**src/rtl/burst_seq_pkg.sv**
```systemverilog
package burst_seq_pkg;
  localparam int WIN_W = 3;
  typedef logic [WIN_W-1:0] win_t;
  typedef enum logic {ORD_SEQ = 1'b0, ORD_ILV = 1'b1} ord_e;
endpackage

```
**src/rtl/bseq_order.sv**
```systemverilog
module bseq_order
  import burst_seq_pkg::*;
(
  input  win_t start_lo,
  input  win_t beat,
  input  ord_e ord,
  output win_t lo
);
  always_comb begin
    if (ord == ORD_ILV) begin
      lo = start_lo ^ beat;
    end else begin
      // Nibble wrap: low pair counts modulo 4, the group bit flips after beat 3.
      lo[1:0] = start_lo[1:0] + beat[1:0];
      lo[2]   = start_lo[2] ^ beat[2];
    end
  end
endmodule

```
**src/rtl/bseq_beat_ctr.sv**
```systemverilog
module bseq_beat_ctr
  import burst_seq_pkg::*;
(
  input  logic clk,
  input  logic rst,
  input  logic start_i,
  input  logic bl8_i,
  output logic accept_o,
  output logic adv_o,
  output logic active_o,
  output logic last_o,
  output win_t nxt_beat_o
);
  logic active_q, last_q, bl8_q;
  win_t beat_q, beat_max;

  assign beat_max   = bl8_q ? win_t'(7) : win_t'(3);
  assign accept_o   = start_i & ~active_q;
  assign adv_o      = active_q & ~last_q;
  assign nxt_beat_o = accept_o ? '0 : win_t'(beat_q + 1'b1);
  assign active_o   = active_q;
  assign last_o     = last_q;

  always_ff @(posedge clk) begin
    if (rst) begin
      active_q <= 1'b0;
      last_q   <= 1'b0;
      bl8_q    <= 1'b0;
      beat_q   <= '0;
    end else if (accept_o) begin
      active_q <= 1'b1;
      last_q   <= 1'b0;
      bl8_q    <= bl8_i;
      beat_q   <= '0;
    end else if (active_q) begin
      if (last_q) begin
        active_q <= 1'b0;
        last_q   <= 1'b0;
      end else begin
        beat_q <= nxt_beat_o;
        last_q <= (nxt_beat_o == beat_max);
      end
    end
  end

  a_r8_beat_step: assert property (@(posedge clk) disable iff (rst)
    active_q && !last_q |=> active_q && (beat_q == win_t'($past(beat_q) + 1'b1)));
  a_r8_last_at_max: assert property (@(posedge clk) disable iff (rst)
    last_q |-> beat_q == (bl8_q ? win_t'(7) : win_t'(3)));
  a_r10_len_held: assert property (@(posedge clk) disable iff (rst)
    active_q && $past(active_q) && !$past(last_q) |-> $stable(bl8_q));
endmodule

```
**src/rtl/burst_col_seq.sv**
```systemverilog
module burst_col_seq
  import burst_seq_pkg::*;
#(
  parameter int COL_W = 10
) (
  input  logic             clk,
  input  logic             rst,
  input  logic             start_i,
  input  logic [COL_W-1:0] col_i,
  input  logic             bl8_i,
  input  logic             ilv_i,
  output logic             valid_o,
  output logic [COL_W-1:0] col_o,
  output logic             last_o,
  output logic             busy_o
);
  localparam int UP_W = COL_W - WIN_W;

  logic accept, adv, active, last;
  win_t nxt_beat, start_lo_q, sel_lo, ord_lo;
  ord_e ord_q, sel_ord;
  logic [COL_W-1:0] col_q;
  logic [UP_W-1:0]  sel_up;

  bseq_beat_ctr u_ctr (
    .clk        (clk),
    .rst        (rst),
    .start_i    (start_i),
    .bl8_i      (bl8_i),
    .accept_o   (accept),
    .adv_o      (adv),
    .active_o   (active),
    .last_o     (last),
    .nxt_beat_o (nxt_beat)
  );

  assign sel_lo  = accept ? col_i[WIN_W-1:0] : start_lo_q;
  assign sel_ord = accept ? ord_e'(ilv_i) : ord_q;
  assign sel_up  = accept ? col_i[COL_W-1:WIN_W] : col_q[COL_W-1:WIN_W];

  bseq_order u_ord (
    .start_lo (sel_lo),
    .beat     (nxt_beat),
    .ord      (sel_ord),
    .lo       (ord_lo)
  );

  always_ff @(posedge clk) begin
    if (rst) begin
      col_q      <= '0;
      start_lo_q <= '0;
      ord_q      <= ORD_SEQ;
    end else if (accept || adv) begin
      col_q      <= {sel_up, ord_lo};
      start_lo_q <= sel_lo;
      ord_q      <= sel_ord;
    end
  end

  assign valid_o = active;
  assign busy_o  = active;
  assign last_o  = last;
  assign col_o   = col_q;

  a_r7_upper_hold: assert property (@(posedge clk) disable iff (rst)
    valid_o && $past(valid_o) && !$past(last_o)
      |-> col_o[COL_W-1:WIN_W] == $past(col_o[COL_W-1:WIN_W]));
  a_r3_seq_step: assert property (@(posedge clk) disable iff (rst)
    valid_o && $past(valid_o) && !$past(last_o) && ord_q == ORD_SEQ
      |-> col_o[1:0] == 2'($past(col_o[1:0]) + 2'd1));
  a_r4_ilv_toggle: assert property (@(posedge clk) disable iff (rst)
    valid_o && $past(valid_o) && !$past(last_o) && ord_q == ORD_ILV
      |-> col_o[0] != $past(col_o[0]));
  a_r8_last_valid: assert property (@(posedge clk) disable iff (rst)
    last_o |-> valid_o);
  a_r8_end: assert property (@(posedge clk) disable iff (rst)
    last_o |=> !valid_o);
  a_r9_busy_match: assert property (@(posedge clk) disable iff (rst)
    busy_o == valid_o);
endmodule

```
**config.mk**
```make
export PLATFORM = sky130hd
export DESIGN_NAME = burst_col_seq
export DESIGN_NICKNAME = d
export VERILOG_FILES = /design/src/rtl/burst_seq_pkg.sv /design/src/rtl/bseq_order.sv /design/src/rtl/bseq_beat_ctr.sv /design/src/rtl/burst_col_seq.sv
export SDC_FILE = /design/constraint.sdc
export NUM_CORES = 1
export LEC_CHECK = 0
export ABC_CLOCK_PERIOD_IN_PS = 1400
export BUFFER_PORTS_ARGS = -buffer_cell sky130_fd_sc_hd__buf_2
export CAP_MARGIN = 10
export CORE_ASPECT_RATIO = 1.25
export CORE_MARGIN = 4
export CORE_UTILIZATION = 34
export CTS_BUF_LIST = sky130_fd_sc_hd__clkbuf_8 sky130_fd_sc_hd__clkbuf_16
export CTS_CLUSTER_SIZE = 25
export DETAILED_ROUTE_END_ITERATION = 8
export GPL_TIMING_DRIVEN = 1
export SLEW_MARGIN = 10
export SYNTH_ARGS = -nofsm -noshare
export SYNTH_HDL_FRONTEND = slang
export SYNTH_SLANG_ARGS = --single-unit
```
**constraint.sdc**
```tcl
create_clock -name clk -period 1.4 [get_ports clk]
set_input_delay 0.42 -clock clk [delete_from_list [all_inputs] [get_ports clk]]
set_output_delay 0.42 -clock clk [all_outputs]
set_load 0.01 [all_outputs]
```
==> metrics <==
Worst Setup Path Type=flop to flop; most common cell in the synthesized netlist=nand2_1; Tightest Pin Transition=0.3798 ns; # IOs=28; total CTS buffers=3; die height=63.35 µm; #FFs+latches synth=20; post-synthesis adder-cell area fraction=0.03003; CP max stage delay=around 0.34 ns; worst setup margin=~0.069 ns; WL final=just under 2 mm; Clk pwr share=0.290; CP max FO=2; post-layout min period=1.331 ns; Area growth, synth to finish=36.64%; sw frac=0.2557; CTS tree=done; Starting Density=0.3690; post-placement cell count=about 170; Synth cell types=23; hold path startpoint=col_i[6]; Fin. Hold Viols=0; largest family of logic cells by synthesized area=simple AND/OR/NAND/NOR gates; Detailed Place HPWL=~1.4 mm; max-cap viol count=0; crit end category=flop; largest net degree at the start of global routing=21; R2R Setup Slk=between 0.06 and 0.07 ns; Net Sw Power=between 300 and 400 µW; slew margin rel.=0.7468; proportion of synthesized area in mux cells=0.01201; Synth Area in Simple Gates=0.2327; DR WL/cell=approximately 11 µm; path depth of the worst reg2reg path=5; Crit Reg-Reg Startpoint=u_ctr.beat_q[0]; worst hold stages=3; status=complete, no violations; setup violators final=0; total gr overflow=0; Combinational Power Share=0.196; Net Count, Synth=approximately 120; Max Clock Freq=about 750 MHz; Worst Hold Class=input pin to flop; Mapped Area=roughly 830 µm²; Int Pwr=917.9 µW; sequential share of the synthesized area=0.4805; gr usage total=0.1309; peak supply drop=~730 µV; Worst EP arrival=~1.5 ns; Post-Synthesis Cells=102; Crit Reg-Reg Endpoint=u_ctr.last_o; Non-Filler Instances=170; Die X=52.28 µm; gpl congestion=0.8581; CORE AREA=~2300 µm²; fin. max-slew vios=0; fin nets=around 160; Root Driver=clkbuf_8; fill count=around 230; num rows=19; # H-tree levels=1; latest clock arrival within the worst-skew pair=0.25 ns; asr flop ratio synth=0; vias in the first global route=~740; DRC violations left=0; synth top area cells=dfxtp_1 (48%), nand2_1 (14%), a21oi_1 (11%); die area=3312 µm²; initial drt markers=19; maximum clock path buffer count=2; Vias/cell=~4.7; # port buffers=27; pre-CTS setup slack=-0.1277 ns; Setup Skew=~0.0014 ns; CTS Sinks=20; top-area cell type share of the netlist area=0.4805; layout cells sized above 1=0.3453; antenna cells=0; first-pass iteration count of the detailed router=4; Worst Path Required=around 1.6 ns; cell family with most CP delay=flip-flops; largest area contributor in the netlist=dfxtp_1; fin crit share=0.9505; Avg Cell Area, Syn=a little over 8 µm²; Reg power frac=0.514; Slowest-stage cell, CP=dfxtp_1; Setup crit start kind=flop; number of enable flip-flop cells after synthesis=0; Post-Synth XOR/XNOR Area=0.05105; first-pass GRT wire length=3.284 mm; worst hold endpoint=col_o[6]; Yosys warning count=0; via count=around 790; Synth top cells by count=nand2_1 (30), dfxtp_1 (20), a21oi_1 (18), nor2_1 (6); Bufs and invs on worst path=0; worst path cell trace=ha_4, xnor2_2, xnor2_1, or3_1, a21oi_1; top_reg_cell synth=dfxtp_1; Compound-Gate Fraction of Synth Area=0.1577; hold buffers post-CTS=0; Clock Pin Slew Worst Setup and Hold Paths=0.07 ns; initial antenna violation count=0; pwr/cell area=about 1100 nW/µm²; antenna-violating nets left=0; Leak=0.0005035 µW
power groups by stage:
stage | Combinational [µW] | Sequential (µW) | Clock, µW
floorplan | 124 | 657 | 0
global placement | 235 | 643 | 0
detailed placement | 238 | 644 | 0
CTS | 241 | 632 | 377
global route | 273 | 640 | 414
finish | 242 | 634 | 358
kinds of logic (layout without fill, tap and decap cells):
group / Yosys count / after routing
buffers and inverters: 6 / 43
XOR/XNOR: 4 / 4
adder cells (fa/ha/maj): 2 / 2
multiplexers: 1 / 1
AO/OA/AOI/OAI: 24 / 24
flip-flops: 20 / 20
AND/OR/NAND/NOR: 45 / 45
area by class of cell:
cell class                 instances  area (µm²)  area share
clock buffer                       3       41.29     0.03626
multi-input combinational         76       420.4      0.3692
sequential                        20       405.4      0.3560
tap                               31       38.79     0.03407
timing repair buffer              40       232.7      0.2044
placed cells by master, fill, tap and decap left out, types with 2 or more instances in the layout:
cell / synthesis / final
buf_2: 3 / 27
nand2_1: 30 / 30
dfxtp_1: 20 / 18
clkbuf_8: 0 / 3
nand2b_1: 2 / 2
a21oi_1: 18 / 18
buf_4: 1 / 13
xnor2_1: 3 / 3
nor2_1: 6 / 6
stage by stage:
| stage | area, µm² | setup TNS [ns] | utilization | hold WS [ns] | total power, µW |
|---|---|---|---|---|---|
| after detailed placement | 1072 | -0.2028 | 0.4748 | 0.4477 | 882.7 |
| final | 1139 | 0 | 0.5042 | 0.4053 | 1233 |
| after global placement | 1072 | -0.1243 | 0.4748 | 0.4406 | 878.2 |
| after CTS | 1115 | 0 | 0.4936 | 0.3960 | 1250 |
| after floorplan | 844.6 | 0 | - | 0.4357 | 780.6 |
| after global routing | 1139 | -0.01995 | 0.5042 | 0.4157 | 1327 |
worst max path at each step:
stage	startpoint	to	slack, ns	cells after the start
after CTS	u_ctr.beat_q[0]	col_o[2]	0.009	6
after detailed placement	start_i	col_o[1]	-0.13	8
after global placement	start_i	col_o[1]	-0.08	8
after global routing	u_ctr.beat_q[0]	u_ctr.last_o	-0.02	5
final	u_ctr.beat_q[0]	u_ctr.last_o	0.07	5
after floorplan	u_ctr.active_o	col_o[1]	0.002	7
registers in the layout, summed over array words and instances, names as in the netlist:
name	count
ord_q	1
col_o	10
u_ctr.last_o	1
u_ctr.bl8_q	1
u_ctr.beat_q	3
u_ctr.active_o	1
start_lo_q	3
worst reg2reg max path: stages (launching register included):
cell and delay, ns:
dfxtp_1 0.34, ha_4 0.18, xnor2_2 0.19, xnor2_1 0.09
or3_1 0.34, a21oi_1 0.13
repair_timing:
item	4_1_cts	5_1_grt
endpoints found under the hold margin	0	0
endpoints found under the setup margin	3	3
pin swaps	0	5
setup buffers	0	1
resized for setup	2	4
layer usage:
| metal | vias up | global-route usage | wire length (µm) |
|---|---|---|---|
| met5 | - | 0 | 0 |
| met4 | 0 | 0.05751 | 15 |
| met2 | 27 | 0.2003 | 918 |
| met3 | 2 | 0.03774 | 144 |
| met1 | 352 | 0.1669 | 859 |
| li1 | 413 | - | - |
Power figures use the tool's default switching activity.
